File: src/rtl/ring_stop_pkg.sv
package ring_stop_pkg;
   localparam int LANE_CW  = 0;
   localparam int LANE_CCW = 1;
   localparam int N_LANES  = 2;

   // hops travelled clockwise from node 'me' to node 'dst'
   function automatic int cw_hops(int dst, int me, int n);
      return (dst >= me) ? dst - me : dst + n - me;
   endfunction
endpackage

File: src/rtl/ring_stop_fifo.sv
module ring_stop_fifo #(
   parameter int DEPTH = 4,
   parameter int W     = 8
) (
   input  logic         clk,
   input  logic         rst_n,
   input  logic         push,
   input  logic [W-1:0] wdata,
   input  logic         pop,
   output logic [W-1:0] rdata,
   output logic         empty,
   output logic         full
);
   localparam int AW = (DEPTH > 1) ? $clog2(DEPTH) : 1;
   localparam int CW = $clog2(DEPTH + 1);

   if (DEPTH < 2) begin : g_bad_depth
      $error("ring_stop_fifo: DEPTH must be at least 2");
   end

   logic [W-1:0]  mem [DEPTH];
   logic [AW-1:0] wr_ptr, rd_ptr;
   logic [CW-1:0] cnt;

   assign empty = (cnt == '0);
   assign full  = (cnt == CW'(DEPTH));
   assign rdata = mem[rd_ptr];

   always_ff @(posedge clk) begin
      if (push) mem[wr_ptr] <= wdata;
   end

   always_ff @(posedge clk) begin
      if (!rst_n) begin
         wr_ptr <= '0;
         rd_ptr <= '0;
         cnt    <= '0;
      end else begin
         if (push) wr_ptr <= (wr_ptr == AW'(DEPTH - 1)) ? '0 : wr_ptr + 1'b1;
         if (pop)  rd_ptr <= (rd_ptr == AW'(DEPTH - 1)) ? '0 : rd_ptr + 1'b1;
         cnt <= cnt + CW'(push) - CW'(pop);
      end
   end


   no_overflow_chk: assert property (@(posedge clk) disable iff (!rst_n) push |-> !full);

   no_underflow_chk: assert property (@(posedge clk) disable iff (!rst_n) pop |-> !empty);
endmodule

File: src/rtl/ring_stop_starve.sv
module ring_stop_starve #(
   parameter int LIMIT = 100
) (
   input  logic clk,
   input  logic rst_n,
   input  logic waiting,
   input  logic fired,
   output logic starved
);
   localparam int CW = $clog2(LIMIT + 1);

   if (LIMIT < 1) begin : g_bad_limit
      $error("ring_stop_starve: LIMIT must be positive");
   end

   logic [CW-1:0] cnt;

   assign starved = (cnt == CW'(LIMIT));

   always_ff @(posedge clk) begin
      if (!rst_n)                cnt <= '0;
      else if (fired || !waiting) cnt <= '0;
      else if (!starved)          cnt <= cnt + 1'b1;
   end


   starve_hold_chk: assert property (@(posedge clk) disable iff (!rst_n)
      (starved && waiting && !fired) |=> starved);

   starve_clear_chk: assert property (@(posedge clk) disable iff (!rst_n)
      fired |=> !starved);
endmodule

File: src/rtl/ring_stop_lane.sv
module ring_stop_lane #(
   parameter int NODE_ID = 0,
   parameter int ID_W    = 3,
   parameter int DATA_W  = 32,
   parameter int DEPTH   = 4,
   parameter int LIMIT   = 100
) (
   input  logic              clk,
   input  logic              rst_n,
   input  logic              in_vld,
   input  logic [ID_W-1:0]   in_dst,
   input  logic [DATA_W-1:0] in_dat,
   output logic              out_vld,
   output logic [ID_W-1:0]   out_dst,
   output logic [DATA_W-1:0] out_dat,
   output logic              ej_vld,
   output logic [DATA_W-1:0] ej_dat,
   input  logic              push,
   input  logic [ID_W-1:0]   push_dst,
   input  logic [DATA_W-1:0] push_dat,
   output logic              full,
   input  logic              throttle,
   input  logic              exempt,
   output logic              starved
);
   localparam int FW = ID_W + DATA_W;
   localparam logic [ID_W-1:0] MY_ID = ID_W'(NODE_ID);

   logic              lk_vld;
   logic [ID_W-1:0]   lk_dst;
   logic [DATA_W-1:0] lk_dat;
   logic [FW-1:0]     head;
   logic              q_empty, is_mine, slot_busy, fire;

   ring_stop_fifo #(.DEPTH(DEPTH), .W(FW)) u_q (
      .clk(clk), .rst_n(rst_n), .push(push), .wdata({push_dst, push_dat}),
      .pop(fire), .rdata(head), .empty(q_empty), .full(full)
   );

   ring_stop_starve #(.LIMIT(LIMIT)) u_starve (
      .clk(clk), .rst_n(rst_n), .waiting(!q_empty), .fired(fire), .starved(starved)
   );

   assign is_mine   = lk_vld && (lk_dst == MY_ID);
   assign slot_busy = lk_vld && !is_mine;
   assign fire      = !q_empty && !slot_busy && (!throttle || exempt);

   // link traversal register
   always_ff @(posedge clk) begin
      if (!rst_n) lk_vld <= 1'b0;
      else        lk_vld <= in_vld;
      lk_dst <= in_dst;
      lk_dat <= in_dat;
   end

   // router stage register: ring traffic first, then injection
   always_ff @(posedge clk) begin
      if (!rst_n) begin
         out_vld <= 1'b0;
         ej_vld  <= 1'b0;
      end else begin
         out_vld <= slot_busy || fire;
         ej_vld  <= is_mine;
      end
      out_dst <= slot_busy ? lk_dst : head[FW-1 -: ID_W];
      out_dat <= slot_busy ? lk_dat : head[DATA_W-1:0];
      ej_dat  <= lk_dat;
   end


   pass_through_chk: assert property (@(posedge clk) disable iff (!rst_n)
      (lk_vld && lk_dst != MY_ID) |=>
         (out_vld && out_dst == $past(lk_dst) && out_dat == $past(lk_dat)));

   eject_chk: assert property (@(posedge clk) disable iff (!rst_n)
      (lk_vld && lk_dst == MY_ID) |=> (ej_vld && ej_dat == $past(lk_dat)));

   throttle_chk: assert property (@(posedge clk) disable iff (!rst_n)
      (throttle && !exempt && !lk_vld) |=> !out_vld);
endmodule

File: src/rtl/ring_stop_router.sv
module ring_stop_router
   import ring_stop_pkg::*;
#(
   parameter int NUM_NODES    = 8,
   parameter int NODE_ID      = 0,
   parameter int DATA_W       = 32,
   parameter int FIFO_DEPTH   = 4,
   parameter int STARVE_LIMIT = 100
) (
   input  logic                         clk,
   input  logic                         rst_n,
   input  logic                         cw_in_vld,
   input  logic [$clog2(NUM_NODES)-1:0] cw_in_dst,
   input  logic [DATA_W-1:0]            cw_in_dat,
   input  logic                         ccw_in_vld,
   input  logic [$clog2(NUM_NODES)-1:0] ccw_in_dst,
   input  logic [DATA_W-1:0]            ccw_in_dat,
   output logic                         cw_out_vld,
   output logic [$clog2(NUM_NODES)-1:0] cw_out_dst,
   output logic [DATA_W-1:0]            cw_out_dat,
   output logic                         ccw_out_vld,
   output logic [$clog2(NUM_NODES)-1:0] ccw_out_dst,
   output logic [DATA_W-1:0]            ccw_out_dat,
   output logic                         cw_ej_vld,
   output logic [DATA_W-1:0]            cw_ej_dat,
   output logic                         ccw_ej_vld,
   output logic [DATA_W-1:0]            ccw_ej_dat,
   input  logic                         inj_push,
   input  logic [$clog2(NUM_NODES)-1:0] inj_dst,
   input  logic [DATA_W-1:0]            inj_dat,
   output logic                         cw_full,
   output logic                         ccw_full,
   input  logic                         throttle,
   output logic                         starve_req
);
   localparam int ID_W = $clog2(NUM_NODES);

   if (NUM_NODES < 2) begin : g_bad_nodes
      $error("ring_stop_router: NUM_NODES must be at least 2");
   end
   if (NODE_ID < 0 || NODE_ID >= NUM_NODES) begin : g_bad_id
      $error("ring_stop_router: NODE_ID out of range");
   end
   if (DATA_W < 1) begin : g_bad_width
      $error("ring_stop_router: DATA_W must be positive");
   end

   logic [N_LANES-1:0]             l_in_vld, l_out_vld, l_ej_vld, l_push, l_full, l_starved;
   logic [N_LANES-1:0][ID_W-1:0]   l_in_dst, l_out_dst;
   logic [N_LANES-1:0][DATA_W-1:0] l_in_dat, l_out_dat, l_ej_dat;
   logic                           go_cw;
   int                             hops_cw, hops_ccw;

   assign l_in_vld[LANE_CW]  = cw_in_vld;
   assign l_in_dst[LANE_CW]  = cw_in_dst;
   assign l_in_dat[LANE_CW]  = cw_in_dat;
   assign l_in_vld[LANE_CCW] = ccw_in_vld;
   assign l_in_dst[LANE_CCW] = ccw_in_dst;
   assign l_in_dat[LANE_CCW] = ccw_in_dat;

   always_comb begin
      hops_cw  = cw_hops(int'(inj_dst), NODE_ID, NUM_NODES);
      hops_ccw = (hops_cw == 0) ? 0 : NUM_NODES - hops_cw;
      go_cw    = (hops_cw <= hops_ccw);
   end

   assign l_push[LANE_CW]  = inj_push && go_cw;
   assign l_push[LANE_CCW] = inj_push && !go_cw;
   assign starve_req       = |l_starved;

   for (genvar g = 0; g < N_LANES; g++) begin : g_lane
      ring_stop_lane #(
         .NODE_ID(NODE_ID), .ID_W(ID_W), .DATA_W(DATA_W),
         .DEPTH(FIFO_DEPTH), .LIMIT(STARVE_LIMIT)
      ) u_lane (
         .clk(clk), .rst_n(rst_n),
         .in_vld(l_in_vld[g]), .in_dst(l_in_dst[g]), .in_dat(l_in_dat[g]),
         .out_vld(l_out_vld[g]), .out_dst(l_out_dst[g]), .out_dat(l_out_dat[g]),
         .ej_vld(l_ej_vld[g]), .ej_dat(l_ej_dat[g]),
         .push(l_push[g]), .push_dst(inj_dst), .push_dat(inj_dat),
         .full(l_full[g]), .throttle(throttle), .exempt(starve_req),
         .starved(l_starved[g])
      );
   end

   assign cw_out_vld  = l_out_vld[LANE_CW];
   assign cw_out_dst  = l_out_dst[LANE_CW];
   assign cw_out_dat  = l_out_dat[LANE_CW];
   assign ccw_out_vld = l_out_vld[LANE_CCW];
   assign ccw_out_dst = l_out_dst[LANE_CCW];
   assign ccw_out_dat = l_out_dat[LANE_CCW];
   assign cw_ej_vld   = l_ej_vld[LANE_CW];
   assign cw_ej_dat   = l_ej_dat[LANE_CW];
   assign ccw_ej_vld  = l_ej_vld[LANE_CCW];
   assign ccw_ej_dat  = l_ej_dat[LANE_CCW];
   assign cw_full     = l_full[LANE_CW];
   assign ccw_full    = l_full[LANE_CCW];


   steer_chk: assert property (@(posedge clk) disable iff (!rst_n)
      inj_push |-> $onehot(l_push));
endmodule

File: config.mk
export PLATFORM = sky130hd
export DESIGN_NAME = ring_stop_router
export DESIGN_NICKNAME = d
export VERILOG_FILES = /design/src/rtl/ring_stop_pkg.sv /design/src/rtl/ring_stop_fifo.sv /design/src/rtl/ring_stop_starve.sv /design/src/rtl/ring_stop_lane.sv /design/src/rtl/ring_stop_router.sv
export SDC_FILE = /design/constraint.sdc
export NUM_CORES = 1
export LEC_CHECK = 0
export CORE_MARGIN = 2
export CORE_UTILIZATION = 57
export DETAILED_ROUTE_END_ITERATION = 16
export HOLD_SLACK_MARGIN = 0.12
export PLACE_DENSITY = 0.83
export SYNTH_ARGS = -nofsm -noshare
export SYNTH_HDL_FRONTEND = slang
export SYNTH_HIERARCHICAL = 1
export SYNTH_SLANG_ARGS = --single-unit
File: constraint.sdc
create_clock -name clk -period 4.25 [get_ports clk]
set_input_delay 0.85 -clock clk [delete_from_list [all_inputs] [get_ports clk]]
set_output_delay 0.85 -clock clk [all_outputs]
set_load 0.01 [all_outputs]
==> run_results.csv <==
group,metric,value,unit
outcome,status,"completed",
global_routing,grt_pass1_vias,9143,
yosys,synth_top_area_share,49.3,%
yosys,ys_types,39,
sta,max-slew-margin-rel,26.8,%
sta,fin_skew,0.0201,ns
clock_tree,hold_buffers,0,
power_and_ir_drop,ir_drop,0.000406,V
setup_path,crit_fanout,6,
power_and_ir_drop,leakage,0.00756,uW
global_routing,grt.overflow.total,0,
clock_tree,clk_latency,0.57,ns
clock_tree,cts.path.max_buffers,3,
sta,hold_ws,0.348,ns
clock_tree,cts-root-buf,"clkbuf_16",
floorplan,initial_core_util,57.7,%
setup_path,cp_data_required_time,3.40,ns
final_layout,fin_util,72.4,%
sta,finalHoldViolations,0,
sta,setup_viol,0,
hold_path,min_path_cells,0,
setup_path,worstRegToRegCells,13,
yosys,synth_ff_type,"edfxtp_1",
sta,fin_tns_setup,0,ns
final_layout,finish.instance_area,0.0214,mm^2
placement,gp_congestion,0.771,
placement,io_buffers,251,
final_layout,final_layout_size_suffix_gt1_share,18.8,%
global_routing,grt_max_degree,36,
yosys,syn_area,0.0171,mm^2
hold_path,hp-class,"flop to flop",
placement,dpl.cell_count,1473,
placement,dpl.hpwl,22.3,mm
clock_tree,post_cts_buffers,0,
sta,final-max-slew-violation-count,0,
clock_tree,cts.clk_slew.worst_paths,0.06,ns
yosys,syn-instance-count,847,
routing,dr_total_vias,8689,
setup_path,critical_path.cell_chain,"inv_1 > ha_1 > nor4bb_2 > and2_1 > or2_2 > clkdlybuf4s50_1",
floorplan,die_area,0.0313,mm^2
setup_path,cpMaxStageDelayCell,"clkdlybuf4s50_1",
yosys,avgSynthCellArea,20.2,um^2
global_routing,grt_first_pass_wirelength,55.8,mm
global_routing,antenna_found_initial,1,
setup_path,cp-end-kind,"output port",
sta,fin_crit,3.37,ns
yosys,synth_edf_count,280,
setup_path,path_class,"flop to output port",
clock_tree,cts.sinks,522,
floorplan,die_w,177,um
clock_tree,htreeDepth,2,
yosys,ys.warnings.count,6,
final_layout,final_nets,1264,
setup_path,critPathLaunchType,"flop",
yosys,synthArstFlopShare,0,%
yosys,synth_seq_cells,522,
sta,min_period_over_period,79.2,%
yosys,synth.yosys.seq_area_share,77.6,%
routing,drc_errors,0,
clock_tree,tritoncts,"yes",
sta,worst_pin_slew,1.10,ns
clock_tree,cts_inserted_buffers,48,
floorplan,ioPinCount,252,
routing,dr.pass1.iters,5,
routing,post_drt_wl_per_cell,24.0,um
final_layout,synthToLayoutAreaGrowth,25.5,%
placement,placed_area,0.0199,mm^2
job,drv_cap,0,
floorplan,coreArea,0.0296,mm^2
floorplan,num_rows,63,
yosys,yosys-top-cells-area,"edfxtp_1, dfxtp_1, mux4_2, mux2_2, mux4_1",
routing,drt-initial-drc-count,773,
routing,via_per_inst,5.56,
power_and_ir_drop,p_per_area,542,mW/mm^2
global_routing,track_usage,24.2,%
sta,rsz0062_at_grt,"no",
floorplan,die_h,177,um
sta,fmax,297,MHz
routing,wl,37.5,mm
final_layout,finalNonFillerCells,1564,
clock_tree,cts-resized-gates,0,
final_layout,fillers,1707,
yosys,synth_nets,978,
setup_path,cpPeakStageDelay,0.55,ns
setup_path,reg2reg_slack,1.05,ns
routing,antenna_left,0,
setup_path,arrival,2.52,ns
yosys,yosys.area.top_type,"edfxtp_1",
-- synthesized netlist by cell type (2+ instances only) --
| cell | number |
|---|---|
| ha_1 | 18 |
| nand3_1 | 6 |
| o31ai_4 | 2 |
| mux2_1 | 4 |
| nand4_1 | 2 |
| mux4_1 | 10 |
| nand2_1 | 12 |
| nor2_1 | 7 |
| dfxtp_1 | 242 |
| o32ai_1 | 2 |
| buf_12 | 6 |
| and2_1 | 19 |
| clkbuf_2 | 2 |
| and3_1 | 6 |
| mux2i_1 | 6 |
| nand2b_1 | 6 |
| a21oi_1 | 8 |
| nor4bb_2 | 2 |
| nor2b_1 | 2 |
| nor3_1 | 8 |
| fa_1 | 2 |
| or3_1 | 4 |
| mux4_2 | 60 |
| edfxtp_1 | 280 |
| o21a_1 | 2 |
| o21ai_0 | 6 |
| xor3_1 | 2 |
| or3b_2 | 4 |
| mux2_2 | 60 |
| nand3b_1 | 2 |
| a22o_2 | 2 |
| a22o_1 | 4 |
| and3b_1 | 2 |
| buf_2 | 6 |
| xor2_1 | 6 |
| inv_1 | 23 |
| buf_6 | 10 |
-- through the flow --
step	power [uW]	setup slack, ns
detailed placement	7510	0.756
CTS	11700	0.885
global placement	7450	0.917
floorplan	6810	1.34
global route	12000	0.737
finish	11600	0.882
-- sequential cells by signal, summed over array words and instances (netlist names), 4 cells and up, named ones only --
name	cells
g_lane.u_lane/u_q/mem	280
g_lane.u_lane/u_starve/cnt	14
g_lane.u_lane/out_dst	6
g_lane.u_lane/lk_dst	6
g_lane.u_lane/u_q/cnt	6
g_lane.u_lane/out_dat	64
g_lane.u_lane/u_q/wr_ptr	4
g_lane.u_lane/ej_dat	64
g_lane.u_lane/u_q/rd_ptr	4
g_lane.u_lane/lk_dat	64
-- cells by family after synthesis --
family          Yosys count  share of synthesized area (%)
compound gates           27                           1.20
xor+xnor                  8                          0.586
fa+ha+maj                20                           1.55
buf+inv                  47                           2.10
flops                   522                           77.6
mux                     140                           14.0
simple gates             83                           2.88
-- power breakdown --
group / switching [uW] / total [uW] / internal (uW) / leakage (uW)
clock: 1840 / 4160 / 2330 / 0.000739
combinational: 629 / 1540 / 914 / 0.00224
sequential: 247 / 5900 / 5650 / 0.00458
total: 2710 / 11600 / 8890 / 0.00756
-- layout by cell type (no fill, tap or decap), types with 11 or more instances in the layout --
cell type and instances:
clkbuf_1 11, clkbuf_16 49, nand2_1 12, mux2_2 60, mux4_2 60, dfxtp_1 238, ha_1 18, and2_1 11
edfxtp_1 280, inv_1 23, clkdlybuf4s50_1 251
-- cell type report --
type / instances / area, um^2 / area share (%)
diodes: 1 / 2.50 / 0.0117
clock inverters: 26 / 206 / 0.964
multi-input cells: 278 / 3470 / 16.2
well taps: 390 / 488 / 2.28
repair buffers: 260 / 2580 / 12.0
flip-flops and latches: 522 / 13300 / 61.9
clock buffers: 64 / 1320 / 6.18
inverters: 23 / 86.3 / 0.403
-- critical path: cells and delay by family (launching register included) --
family | cells | cell delay, ns
buf+inv | 2 | 0.64
flops | 1 | 0.33
simple gates | 3 | 0.85
fa+ha+maj | 1 | 0.15
-- routing by layer --
layer	routed length [um]	track usage, %	vias to the layer above
met2	19900	43.1	460
met5	0	0	-
met3	2720	4.53	80
met4	1160	8.40	0
met1	13700	29.6	4349
li1	-	-	3800
-- worst paths after layout --
check / start / to
setup / recovery: g_lane[1].u_lane/u_starve/cnt[0] / starve_req
hold / removal: g_lane[1].u_lane/lk_dat[10] / g_lane[1].u_lane/ej_dat[10]
setup reg to reg: g_lane[0].u_lane/u_starve/cnt[0] / g_lane[0].u_lane/u_q/cnt[2]
hold reg to reg: g_lane[1].u_lane/lk_dat[10] / g_lane[1].u_lane/ej_dat[10]
No activity file was read; power rests on OpenSTA's default activity.
